File: src/rtl/pcm_tsa_pkg.sv
package pcm_tsa_pkg;

  typedef enum logic {
    DIR_TX = 1'b0,
    DIR_RX = 1'b1
  } tsa_dir_e;

endpackage

File: src/rtl/pcm_tsa_serial_loader.sv
module pcm_tsa_serial_loader #(
  parameter int WORD_W = 8,
  parameter int CH_W   = 2
) (
  input  logic              clk_i,
  input  logic              rst_ni,
  input  logic              ctl_clk_i,
  input  logic              ctl_data_i,
  input  logic              ctl_sel_n_i,
  input  logic [CH_W-1:0]   chan_sel_i,
  output logic              wr_o,
  output logic [WORD_W-1:0] wr_word_o,
  output logic [CH_W-1:0]   wr_chan_o
);

  localparam int CNT_W   = $clog2(WORD_W + 2);
  localparam int CNT_SAT = WORD_W + 1;

  logic              ctl_clk_q;
  logic              sel_n_q;
  logic [WORD_W-1:0] shreg_q, shreg_d;
  logic [CNT_W-1:0]  cnt_q, cnt_d;
  logic              shift_en;
  logic              release_evt;

  // a rising control clock seen while the port is selected
  assign shift_en    = ctl_clk_i & ~ctl_clk_q & ~ctl_sel_n_i;
  assign release_evt = ctl_sel_n_i & ~sel_n_q;

  always_comb begin
    shreg_d = shreg_q;
    cnt_d   = cnt_q;
    if (shift_en) begin
      shreg_d = {shreg_q[WORD_W-2:0], ctl_data_i};
      if (cnt_q != CNT_W'(CNT_SAT)) begin
        cnt_d = cnt_q + 1'b1;
      end
    end
    if (ctl_sel_n_i) begin
      cnt_d = '0;
    end
  end

  always_ff @(posedge clk_i or negedge rst_ni) begin
    if (!rst_ni) begin
      ctl_clk_q <= 1'b0;
      sel_n_q   <= 1'b1;
      cnt_q     <= '0;
    end else begin
      ctl_clk_q <= ctl_clk_i;
      sel_n_q   <= ctl_sel_n_i;
      cnt_q     <= cnt_d;
    end
  end

  always_ff @(posedge clk_i or negedge rst_ni) begin
    if (!rst_ni) begin
      shreg_q <= '0;
    end else if (shift_en) begin
      shreg_q <= shreg_d;
    end
  end

  assign wr_o      = release_evt & (cnt_q == CNT_W'(WORD_W));
  assign wr_word_o = shreg_q;
  assign wr_chan_o = chan_sel_i;

endmodule

File: src/rtl/pcm_tsa_frame_timer.sv
module pcm_tsa_frame_timer #(
  parameter int SLOT_W        = 6,
  parameter int BITS_PER_SLOT = 8,
  localparam int BIT_W = (BITS_PER_SLOT > 1) ? $clog2(BITS_PER_SLOT) : 1
) (
  input  logic              clk_i,
  input  logic              rst_ni,
  input  logic              frame_sync_i,
  output logic              running_o,
  output logic [SLOT_W-1:0] slot_o,
  output logic [BIT_W-1:0]  bit_o
);

  localparam int LAST_BIT  = BITS_PER_SLOT - 1;
  localparam int LAST_SLOT = (2 ** SLOT_W) - 1;

  logic              running_q, running_d;
  logic [SLOT_W-1:0] slot_q, slot_d;
  logic [BIT_W-1:0]  bit_q, bit_d;
  logic              tick_en;
  logic              slot_end;

  assign tick_en  = frame_sync_i | running_q;
  assign slot_end = (bit_q == BIT_W'(LAST_BIT));

  always_comb begin
    running_d = running_q;
    slot_d    = slot_q;
    bit_d     = bit_q;
    if (frame_sync_i) begin
      running_d = 1'b1;
      slot_d    = '0;
      bit_d     = '0;
    end else if (running_q) begin
      if (slot_end) begin
        bit_d = '0;
        if (slot_q == SLOT_W'(LAST_SLOT)) begin
          running_d = 1'b0;
        end else begin
          slot_d = slot_q + 1'b1;
        end
      end else begin
        bit_d = bit_q + 1'b1;
      end
    end
  end

  always_ff @(posedge clk_i or negedge rst_ni) begin
    if (!rst_ni) begin
      running_q <= 1'b0;
      slot_q    <= '0;
      bit_q     <= '0;
    end else if (tick_en) begin
      running_q <= running_d;
      slot_q    <= slot_d;
      bit_q     <= bit_d;
    end
  end

  assign running_o = running_q;
  assign slot_o    = slot_q;
  assign bit_o     = bit_q;

endmodule

File: src/rtl/pcm_tsa_assign_bank.sv
module pcm_tsa_assign_bank
  import pcm_tsa_pkg::*;
#(
  parameter int NUM_CH = 4,
  parameter int SLOT_W = 6,
  localparam int CH_W   = $clog2(NUM_CH),
  localparam int ENT_W  = SLOT_W + 1,
  localparam int WORD_W = SLOT_W + 2
) (
  input  logic                          clk_i,
  input  logic                          rst_ni,
  input  logic                          wr_i,
  input  logic [WORD_W-1:0]             wr_word_i,
  input  logic [CH_W-1:0]               wr_chan_i,
  input  logic                          load_i,
  output logic [NUM_CH-1:0][ENT_W-1:0]  pend_tx_o,
  output logic [NUM_CH-1:0][ENT_W-1:0]  pend_rx_o,
  output logic [NUM_CH-1:0][ENT_W-1:0]  act_tx_o,
  output logic [NUM_CH-1:0][ENT_W-1:0]  act_rx_o
);

  tsa_dir_e          wr_dir;
  logic [ENT_W-1:0]  wr_entry;

  assign wr_dir   = tsa_dir_e'(wr_word_i[WORD_W-1]);
  assign wr_entry = {wr_word_i[WORD_W-2], wr_word_i[SLOT_W-1:0]};

  for (genvar c = 0; c < NUM_CH; c++) begin : g_ch
    logic hit;
    logic tx_we, rx_we;

    assign hit   = wr_i & (wr_chan_i == CH_W'(c));
    assign tx_we = hit & (wr_dir == DIR_TX);
    assign rx_we = hit & (wr_dir == DIR_RX);

    always_ff @(posedge clk_i or negedge rst_ni) begin
      if (!rst_ni) begin
        pend_tx_o[c] <= '0;
      end else if (tx_we) begin
        pend_tx_o[c] <= wr_entry;
      end
    end

    always_ff @(posedge clk_i or negedge rst_ni) begin
      if (!rst_ni) begin
        pend_rx_o[c] <= '0;
      end else if (rx_we) begin
        pend_rx_o[c] <= wr_entry;
      end
    end

    always_ff @(posedge clk_i or negedge rst_ni) begin
      if (!rst_ni) begin
        act_tx_o[c] <= '0;
        act_rx_o[c] <= '0;
      end else if (load_i) begin
        act_tx_o[c] <= pend_tx_o[c];
        act_rx_o[c] <= pend_rx_o[c];
      end
    end
  end

endmodule

File: src/rtl/pcm_slot_assigner.sv
module pcm_slot_assigner #(
  parameter int NUM_CH        = 4,
  parameter int SLOT_W        = 6,
  parameter int BITS_PER_SLOT = 8,
  localparam int CH_W = $clog2(NUM_CH)
) (
  input  logic              clk_i,
  input  logic              rst_ni,
  input  logic              frame_sync_i,
  input  logic              ctl_clk_i,
  input  logic              ctl_data_i,
  input  logic              ctl_sel_n_i,
  input  logic [CH_W-1:0]   chan_sel_i,
  output logic [NUM_CH-1:0] tx_fs_o,
  output logic [NUM_CH-1:0] rx_fs_o,
  output logic              tx_busy_n_o
);

  localparam int WORD_W = SLOT_W + 2;
  localparam int ENT_W  = SLOT_W + 1;
  localparam int BIT_W  = (BITS_PER_SLOT > 1) ? $clog2(BITS_PER_SLOT) : 1;

  logic [1:0]                    rst_sync_q;
  logic                          rst_n_int;
  logic                          wr_w;
  logic [WORD_W-1:0]             wr_word_w;
  logic [CH_W-1:0]               wr_chan_w;
  logic                          running_w;
  logic [SLOT_W-1:0]             slot_w;
  logic [BIT_W-1:0]              bit_w;
  logic [NUM_CH-1:0][ENT_W-1:0]  pend_tx_w, pend_rx_w;
  logic [NUM_CH-1:0][ENT_W-1:0]  act_tx_w, act_rx_w;
  logic [2*NUM_CH*ENT_W-1:0]     act_flat_w;
  logic [2*NUM_CH*ENT_W-1:0]     pend_flat_w;

  // reset asserts at once and leaves two bit clocks later
  always_ff @(posedge clk_i or negedge rst_ni) begin
    if (!rst_ni) begin
      rst_sync_q <= '0;
    end else begin
      rst_sync_q <= {rst_sync_q[0], 1'b1};
    end
  end
  assign rst_n_int = rst_sync_q[1];

  pcm_tsa_serial_loader #(
    .WORD_W (WORD_W),
    .CH_W   (CH_W)
  ) u_loader (
    .clk_i       (clk_i),
    .rst_ni      (rst_n_int),
    .ctl_clk_i   (ctl_clk_i),
    .ctl_data_i  (ctl_data_i),
    .ctl_sel_n_i (ctl_sel_n_i),
    .chan_sel_i  (chan_sel_i),
    .wr_o        (wr_w),
    .wr_word_o   (wr_word_w),
    .wr_chan_o   (wr_chan_w)
  );

  pcm_tsa_frame_timer #(
    .SLOT_W        (SLOT_W),
    .BITS_PER_SLOT (BITS_PER_SLOT)
  ) u_timer (
    .clk_i        (clk_i),
    .rst_ni       (rst_n_int),
    .frame_sync_i (frame_sync_i),
    .running_o    (running_w),
    .slot_o       (slot_w),
    .bit_o        (bit_w)
  );

  pcm_tsa_assign_bank #(
    .NUM_CH (NUM_CH),
    .SLOT_W (SLOT_W)
  ) u_bank (
    .clk_i     (clk_i),
    .rst_ni    (rst_n_int),
    .wr_i      (wr_w),
    .wr_word_i (wr_word_w),
    .wr_chan_i (wr_chan_w),
    .load_i    (frame_sync_i),
    .pend_tx_o (pend_tx_w),
    .pend_rx_o (pend_rx_w),
    .act_tx_o  (act_tx_w),
    .act_rx_o  (act_rx_w)
  );

  for (genvar c = 0; c < NUM_CH; c++) begin : g_dec
    assign tx_fs_o[c] = running_w & act_tx_w[c][ENT_W-1]
                        & (act_tx_w[c][SLOT_W-1:0] == slot_w);
    assign rx_fs_o[c] = running_w & act_rx_w[c][ENT_W-1]
                        & (act_rx_w[c][SLOT_W-1:0] == slot_w);
  end

  assign tx_busy_n_o = ~|tx_fs_o;

  assign act_flat_w  = {act_rx_w, act_tx_w};
  assign pend_flat_w = {pend_rx_w, pend_tx_w};

endmodule

File: config.mk
export PLATFORM = sky130hd
export DESIGN_NAME = pcm_slot_assigner
export DESIGN_NICKNAME = d
export VERILOG_FILES = /design/src/rtl/pcm_tsa_pkg.sv /design/src/rtl/pcm_tsa_serial_loader.sv /design/src/rtl/pcm_tsa_frame_timer.sv /design/src/rtl/pcm_tsa_assign_bank.sv /design/src/rtl/pcm_slot_assigner.sv
export SDC_FILE = /design/constraint.sdc
export NUM_CORES = 1
export LEC_CHECK = 0
export CORE_MARGIN = 2
export CORE_UTILIZATION = 54
export DETAILED_ROUTE_END_ITERATION = 10
export DONT_BUFFER_PORTS = 1
export PLACE_DENSITY = 0.69
export SETUP_SLACK_MARGIN = 0.2
export SYNTH_ARGS = -nofsm -noshare
export SYNTH_HDL_FRONTEND = slang
export SYNTH_SLANG_ARGS = --single-unit
File: constraint.sdc
create_clock -name clk_i -period 4.9 [get_ports clk_i]
set_input_delay 0.735 -clock clk_i [delete_from_list [all_inputs] [get_ports clk_i]]
set_output_delay 0.735 -clock clk_i [all_outputs]
set_load 0.005 [all_outputs]
==> impl_metrics.csv, run 1 <==
group,metric,value,unit
critical_path,crit_start,"u_timer.slot_o[4]",
place,numPortBuffers,0,
global_routing,grt_pass1_wl,18.8,mm
clocking,clkLatencyLatePin,0.54,ns
power_and_ir_drop,total_power,2.71,mW
final_layout,final_common_cell,"dfrtp_1",
final_layout,syn_to_final_growth,12.4,%
clocking,cts_buffers,17,
synth,async_flop_share,100,%
synth,synth_fp_nets,433,
clocking,clock-sinks,138,
run_status,outcome,"finished clean",
die,die_h,109,um
synth,ys_seq_elements,138,
sta,setup_violations,0,
critical_path,arrival,2.46,ns
die,num_io_pins,17,
sta,skew,0.00847,ns
synth,synth_seq_area_share,58.1,%
drt,postRouteAntennaNets,0,
clocking,post_cts_buffers,0,
die,rows,38,
synth,synth_warnings,0,
global_routing,grt_max_degree,72,
final_layout,diodes,0,
critical_path,r2r-end,"u_bank.pend_rx_o[6]",
clocking,clockBufferDepth,2,
run,maxCapViolations,0,
clocking,htreeDepth,4,
sta,fin_crit,3.20,ns
sta,min_period_over_period,65.2,%
drt,wl_met3,410,um
critical_path,reg2reg_depth,6,
drt,dr.first_iter.drc_count,118,
synth,synth_cells,419,
final_layout,fin_nets,435,
final_layout,layout-drive-gt1-share,36.3,%
place,place_area,0.00606,mm2
critical_path,worstSetupStartpointType,"flop",
critical_path,path_max_fanout,11,
sta,fmax,0.313,GHz
clocking,cts_tree,"done",
global_routing,grt-ovfl-total,0,
power_and_ir_drop,p_leak,3.35,nW
sta,rsz0062_at_grt,"false",
drt,wl,11.5,mm
clocking,root_buffer,"clkbuf_8",
drt,drc,0,
global_routing,grt.total_usage,22.1,%
min_path,hp-class,"reg -> async",
critical_path,worstSetupEndpointType,"output port",
place,place_congestion,0.789,
die,dieWidth,109,um
critical_path,crit_path_end,"tx_busy_n_o",
final_layout,final_area,0.00669,mm2
sta,tightest_slew,0.949,ns
critical_path,reg2reg_from,"u_loader.cnt_q[0]",
global_routing,first_global_vias,3318,
power_and_ir_drop,power_density,405,mW/mm2
die,initial_utilization,55.1,%
critical_path,critPathRequiredTime,4.16,ns
die,die_area,0.0119,mm2
drt,viasPerCell,5.58,
global_routing,antenna_found_initial,0,
die,core,0.0108,mm2
synth,syn_avg_cell_area,14.2,um2
final_layout,final_cell_mix,"dfrtp_1, mux2_2, xnor2_1",
synth,syn_area,0.00595,mm2
sta,holdWs,0.154,ns
synth,ys.flop_type,"dfrtp_1",
sta,hold_viol,0,
synth,synth_edf_count,0,
drt,dr.pass1.iters,5,
sta,setup_tns,0,ns
critical_path,worstSetupPathType,"reg -> out",
power_and_ir_drop,power.ir.vdd_worst,280,uV
synth,synth.distinct_cells,35,
sta,slew-limit-headroom,36.1,%
drt,wl_per_cell,20.1,um
clocking,clk_pin_slew_worst_paths,0.06,ns
final_layout,nFillCells,794,
drt,maxUsedRoutingLayer,"met4",
critical_path,reg2reg_slack,2.45,ns
drt,met2_length,5.35,mm
sta,slew_violations,0,
drt,detailroute.via_count,3196,
place,post-dp-hpwl,7.18,mm
drt,wl_met1,5.59,mm
-- critical path, cell delays in order, from the launching register on --
cell	delay, ns
dfrtp_1	0.69
xnor2_1	0.18
nand3_1	0.08
nor4_1	0.83
nor4_1	0.14
-- routing by layer --
metal,GRT usage [%],up-vias
met5,0,-
met4,8.06,0
met1,30.4,1688
met2,33.0,37
met3,7.23,15
li1,-,1456
-- power by group --
part / switching [mW] / internal (mW)
clock: 0.466 / 0.877
combinational: 0.0333 / 0.0397
sequential: 0.119 / 1.17
-- cells in the mapped netlist, types with 4 or more instances --
cell type  instances  area [um2]
clkbuf_1          17        63.8
dfrtp_1          137        3430
ha_1               6        75.1
mux2_2           113        1270
mux2_4             7         105
mux2i_1            4        40.0
nand2_1            6        22.5
nand3_1           19        95.1
nor2_1            13        48.8
nor4_1            10        62.6
xnor2_1           33         289
xor2_1            22         193
-- registers in the layout, indices dropped and copies added, names as in the netlist --
register and cells:
rst_sync_q 2, u_bank.act_rx_o 28, u_bank.act_tx_o 28, u_bank.pend_rx_o 28, u_bank.pend_tx_o 28, u_loader.cnt_q 4
u_loader.ctl_clk_q 1, u_loader.sel_n_q 1, u_loader.wr_word_o 8, u_timer.bit_o 3, u_timer.running_o 1, u_timer.slot_o 6
-- worst min-delay path by stage --
stage                           endpoint  slack, ns  cells past startpoint
finish              u_bank.pend_tx_o[18]       0.15                      0
global route            u_loader.sel_n_q       0.16                      0
CTS                 u_bank.pend_tx_o[18]       0.16                      0
detailed placement   u_bank.pend_tx_o[0]       0.16                      0
global placement     u_bank.pend_tx_o[0]       0.15                      0
floorplan                  rst_sync_q[1]       0.33                      0
-- cell families after synthesis --
kind of cell,count (synthesis),share of synthesized area (%)
AOI/OAI and AO/OA,7,0.715
muxes,124,23.8
buffers and inverters,22,1.54
other,1,0.0630
xor gates and xnor gates,55,8.10
adders and majority gates,6,1.26
and+or+nand+nor,66,6.44
DFF,138,58.1
-- through the flow --
stage,instances,util (%),setup WS [ns]
after floorplan,419,-,0.772
after global placement,541,56.1,2.22
after detailed placement,541,56.1,2.19
after CTS,573,62.0,1.60
after global routing,573,62.0,1.52
final,573,62.0,1.70
-- what timing repair did --
action                                 in CTS  in global routing
gates resized for setup                     0                  0
hold buffers                                1                  0
endpoints found under the hold margin       2                  0
-- final cells by class --
| class | instances | area [um2] | share of cell area [%] |
|---|---|---|---|
| Timing Repair Buffer | 3 | 25.0 | 0.374 |
| Clock buffer | 24 | 480 | 7.18 |
| Inverter | 2 | 7.51 | 0.112 |
| Tap cell | 140 | 175 | 2.62 |
| Clock inverter | 7 | 138 | 2.06 |
| Multi-Input combinational cell | 259 | 2400 | 35.9 |
| Sequential cell | 138 | 3460 | 51.7 |
Note: power is estimated with default switching activity, not from simulation.
==> run 2, diff against run 1 <==
- PLACE_DENSITY: 0.69 -> 0.72
- clock period: 4.9 -> 2.94 ns (I/O delays scaled with it)
==> run 2 against run 1 <==
Against the previous run:
- final cell count increased by 2.3%
- global-route usage decreased by 0.073 points
- highest routed layer unchanged
- critical path type unchanged
- design area increased by 0.73%
- non-clock buffer count increased by 13
- core utilization increased by 0.45 points
- clock power increased by 49%
- via count increased by 2.3%
==> impl_metrics.csv, run 2 (synthesized netlist as in run 1, its figures left out) <==
group,metric,value,unit
clocking,clock-sinks,138,
final_layout,layout-drive-gt1-share,38.1,%
final_layout,fin_nets,448,
drt,wl,11.6,mm
sta,slew-limit-headroom,45.2,%
die,dieWidth,109,um
clocking,cts_buffers,17,
run,maxCapViolations,0,
critical_path,cpMostUsedCell,"nor4_1",
power_and_ir_drop,power.ir.vdd_worst,741,uV
drt,drc,0,
power_and_ir_drop,p_seq_share,50.7,%
critical_path,worstSetupStartpointType,"flop",
drt,detailroute.via_count,3268,
place,dp_cells,551,
global_routing,grt_max_degree,66,
sta,tightest_slew,0.821,ns
final_layout,final_cell_mix,"dfrtp_1, mux2_2, xnor2_1",
power_and_ir_drop,power_frac_comb,2.7,%
critical_path,slowest_stage,"dfrtp_2",
critical_path,arrival,2.13,ns
clocking,clockBufferDepth,2,
drt,dr.first_iter.drc_count,113,
power_and_ir_drop,p_clk_share,46.5,%
place,numPortBuffers,0,
global_routing,grt.total_usage,22.1,%
global_routing,grt-ovfl-total,0,
final_layout,finalNonFillerCells,586,
die,rows,38,
sta,hold_viol,0,
final_layout,diodes,0,
die,core,0.0108,mm2
place,post-dp-hpwl,7.27,mm
drt,viasPerCell,5.58,
sta,fmax,0.389,GHz
place,place_area,0.00613,mm2
critical_path,crit_chain,"xnor2_1 > nand3_1 > nor4_1 > nor4_1",
critical_path,path_max_fanout,11,
sta,fin_ws,0.370,ns
clocking,cts_tree,"done",
sta,rsz0062_at_grt,"false",
critical_path,worstSetupPathType,"reg -> out",
critical_path,worstSetupEndpointType,"output port",
clocking,clkLatencyLatePin,0.53,ns
die,die_area,0.0119,mm2
drt,wl_per_cell,19.8,um
sta,skew,0.00798,ns
place,pre_cts_ws,0.508,ns
clocking,htreeDepth,4,
final_layout,final_area,0.00674,mm2
run_status,outcome,"finished clean",
global_routing,grt_pass1_wl,18.9,mm
power_and_ir_drop,swShare,23.7,%
sta,fin_crit,2.57,ns
power_and_ir_drop,power.internal,3.26,mW
final_layout,final_common_cell,"dfrtp_1",
die,initial_utilization,55.1,%
drt,dr.pass1.iters,4,
critical_path,critPathRequiredTime,2.50,ns
clocking,root_buffer,"clkbuf_8",
clocking,post_cts_buffers,0,
clocking,clk_pin_slew_worst_paths,0.06,ns
global_routing,antenna_found_initial,0,
sta,holdWs,0.0666,ns
drt,postRouteAntennaNets,0,
global_routing,first_global_vias,3365,
power_and_ir_drop,p_leak,3.37,nW
sta,setup_tns,0,ns
critical_path,cp_slowest_stage_delay,0.63,ns
place,place_congestion,0.782,
die,num_io_pins,17,
die,die_h,109,um
min_path,hp-class,"in -> reg",
power_and_ir_drop,p_switching,1.01,mW
final_layout,syn_to_final_growth,13.2,%
sta,slew_violations,0,
sta,setup_violations,0,
sta,min_period_over_period,87.4,%
power_and_ir_drop,power_density,635,mW/mm2
==> run 2: final timing paths <==
| check | startpoint | to | slack [ns] | depth (start not counted) |
|---|---|---|---|---|
| max | u_timer.slot_o[4] | tx_busy_n_o | 0.37 | 4 |
| min | ctl_data_i | u_loader.wr_word_o[0] | 0.07 | 1 |
| max reg2reg | u_loader.cnt_q[0] | u_bank.pend_rx_o[15] | 0.51 | 6 |
| min reg2reg | rst_sync_q[0] | rst_sync_q[1] | 0.35 | 0 |
| max in group asynchronous | rst_sync_q[1] | u_timer.slot_o[4] | 1.61 | 1 |
| min in group asynchronous | rst_ni | rst_sync_q[1] | 0.14 | 1 |
==> run 2: cell type report <==
cell class              instances  area [um2]
clock inverters                 8        95.1
inverters                       2        7.51
flip-flops and latches        138        3460
fillers                       791        4060
clock buffers                  23         457
multi-input cells             259        2410
well taps                     140         175
repair buffers                 16         130
==> run 2: critical path, delay by kind of cell (launching register included) <==
family                    cells  cell delay [ns]
xor gates and xnor gates      1             0.17
DFF                           1             0.63
and+or+nand+nor               3             0.81
==> run 2: repair_timing <==
item	CTS	global route
hold endpoints to repair	17	0
endpoints found under the setup margin	1	1
resized for setup	2	2
hold buffers	4	0
==> run 2: per-layer routing <==
metal | up-vias | track usage [%] | share of wire [%]
met5 | - | 0 | 0
met4 | 0 | 8.24 | 1.5
met3 | 16 | 5.38 | 3.2
met2 | 41 | 33.6 | 48
met1 | 1726 | 30.9 | 48
li1 | 1485 | - | -
==> run 2: power groups by stage <==
stage | registers (mW) | clock network (mW) | logic (mW)
global route | 2.18 | 2.12 | 0.131
floorplan | 2.08 | 0 | 0.0942
global placement | 2.20 | 0 | 0.107
finish | 2.17 | 1.99 | 0.118
detailed placement | 2.20 | 0 | 0.113
CTS | 2.17 | 2.03 | 0.121
==> run 2: stage by stage <==
step | power [mW] | utilization [%]
floorplan | 2.18 | -
global placement | 2.31 | 56.8
detailed placement | 2.32 | 56.8
CTS | 4.32 | 62.3
global route | 4.43 | 62.4
finish | 4.28 | 62.4
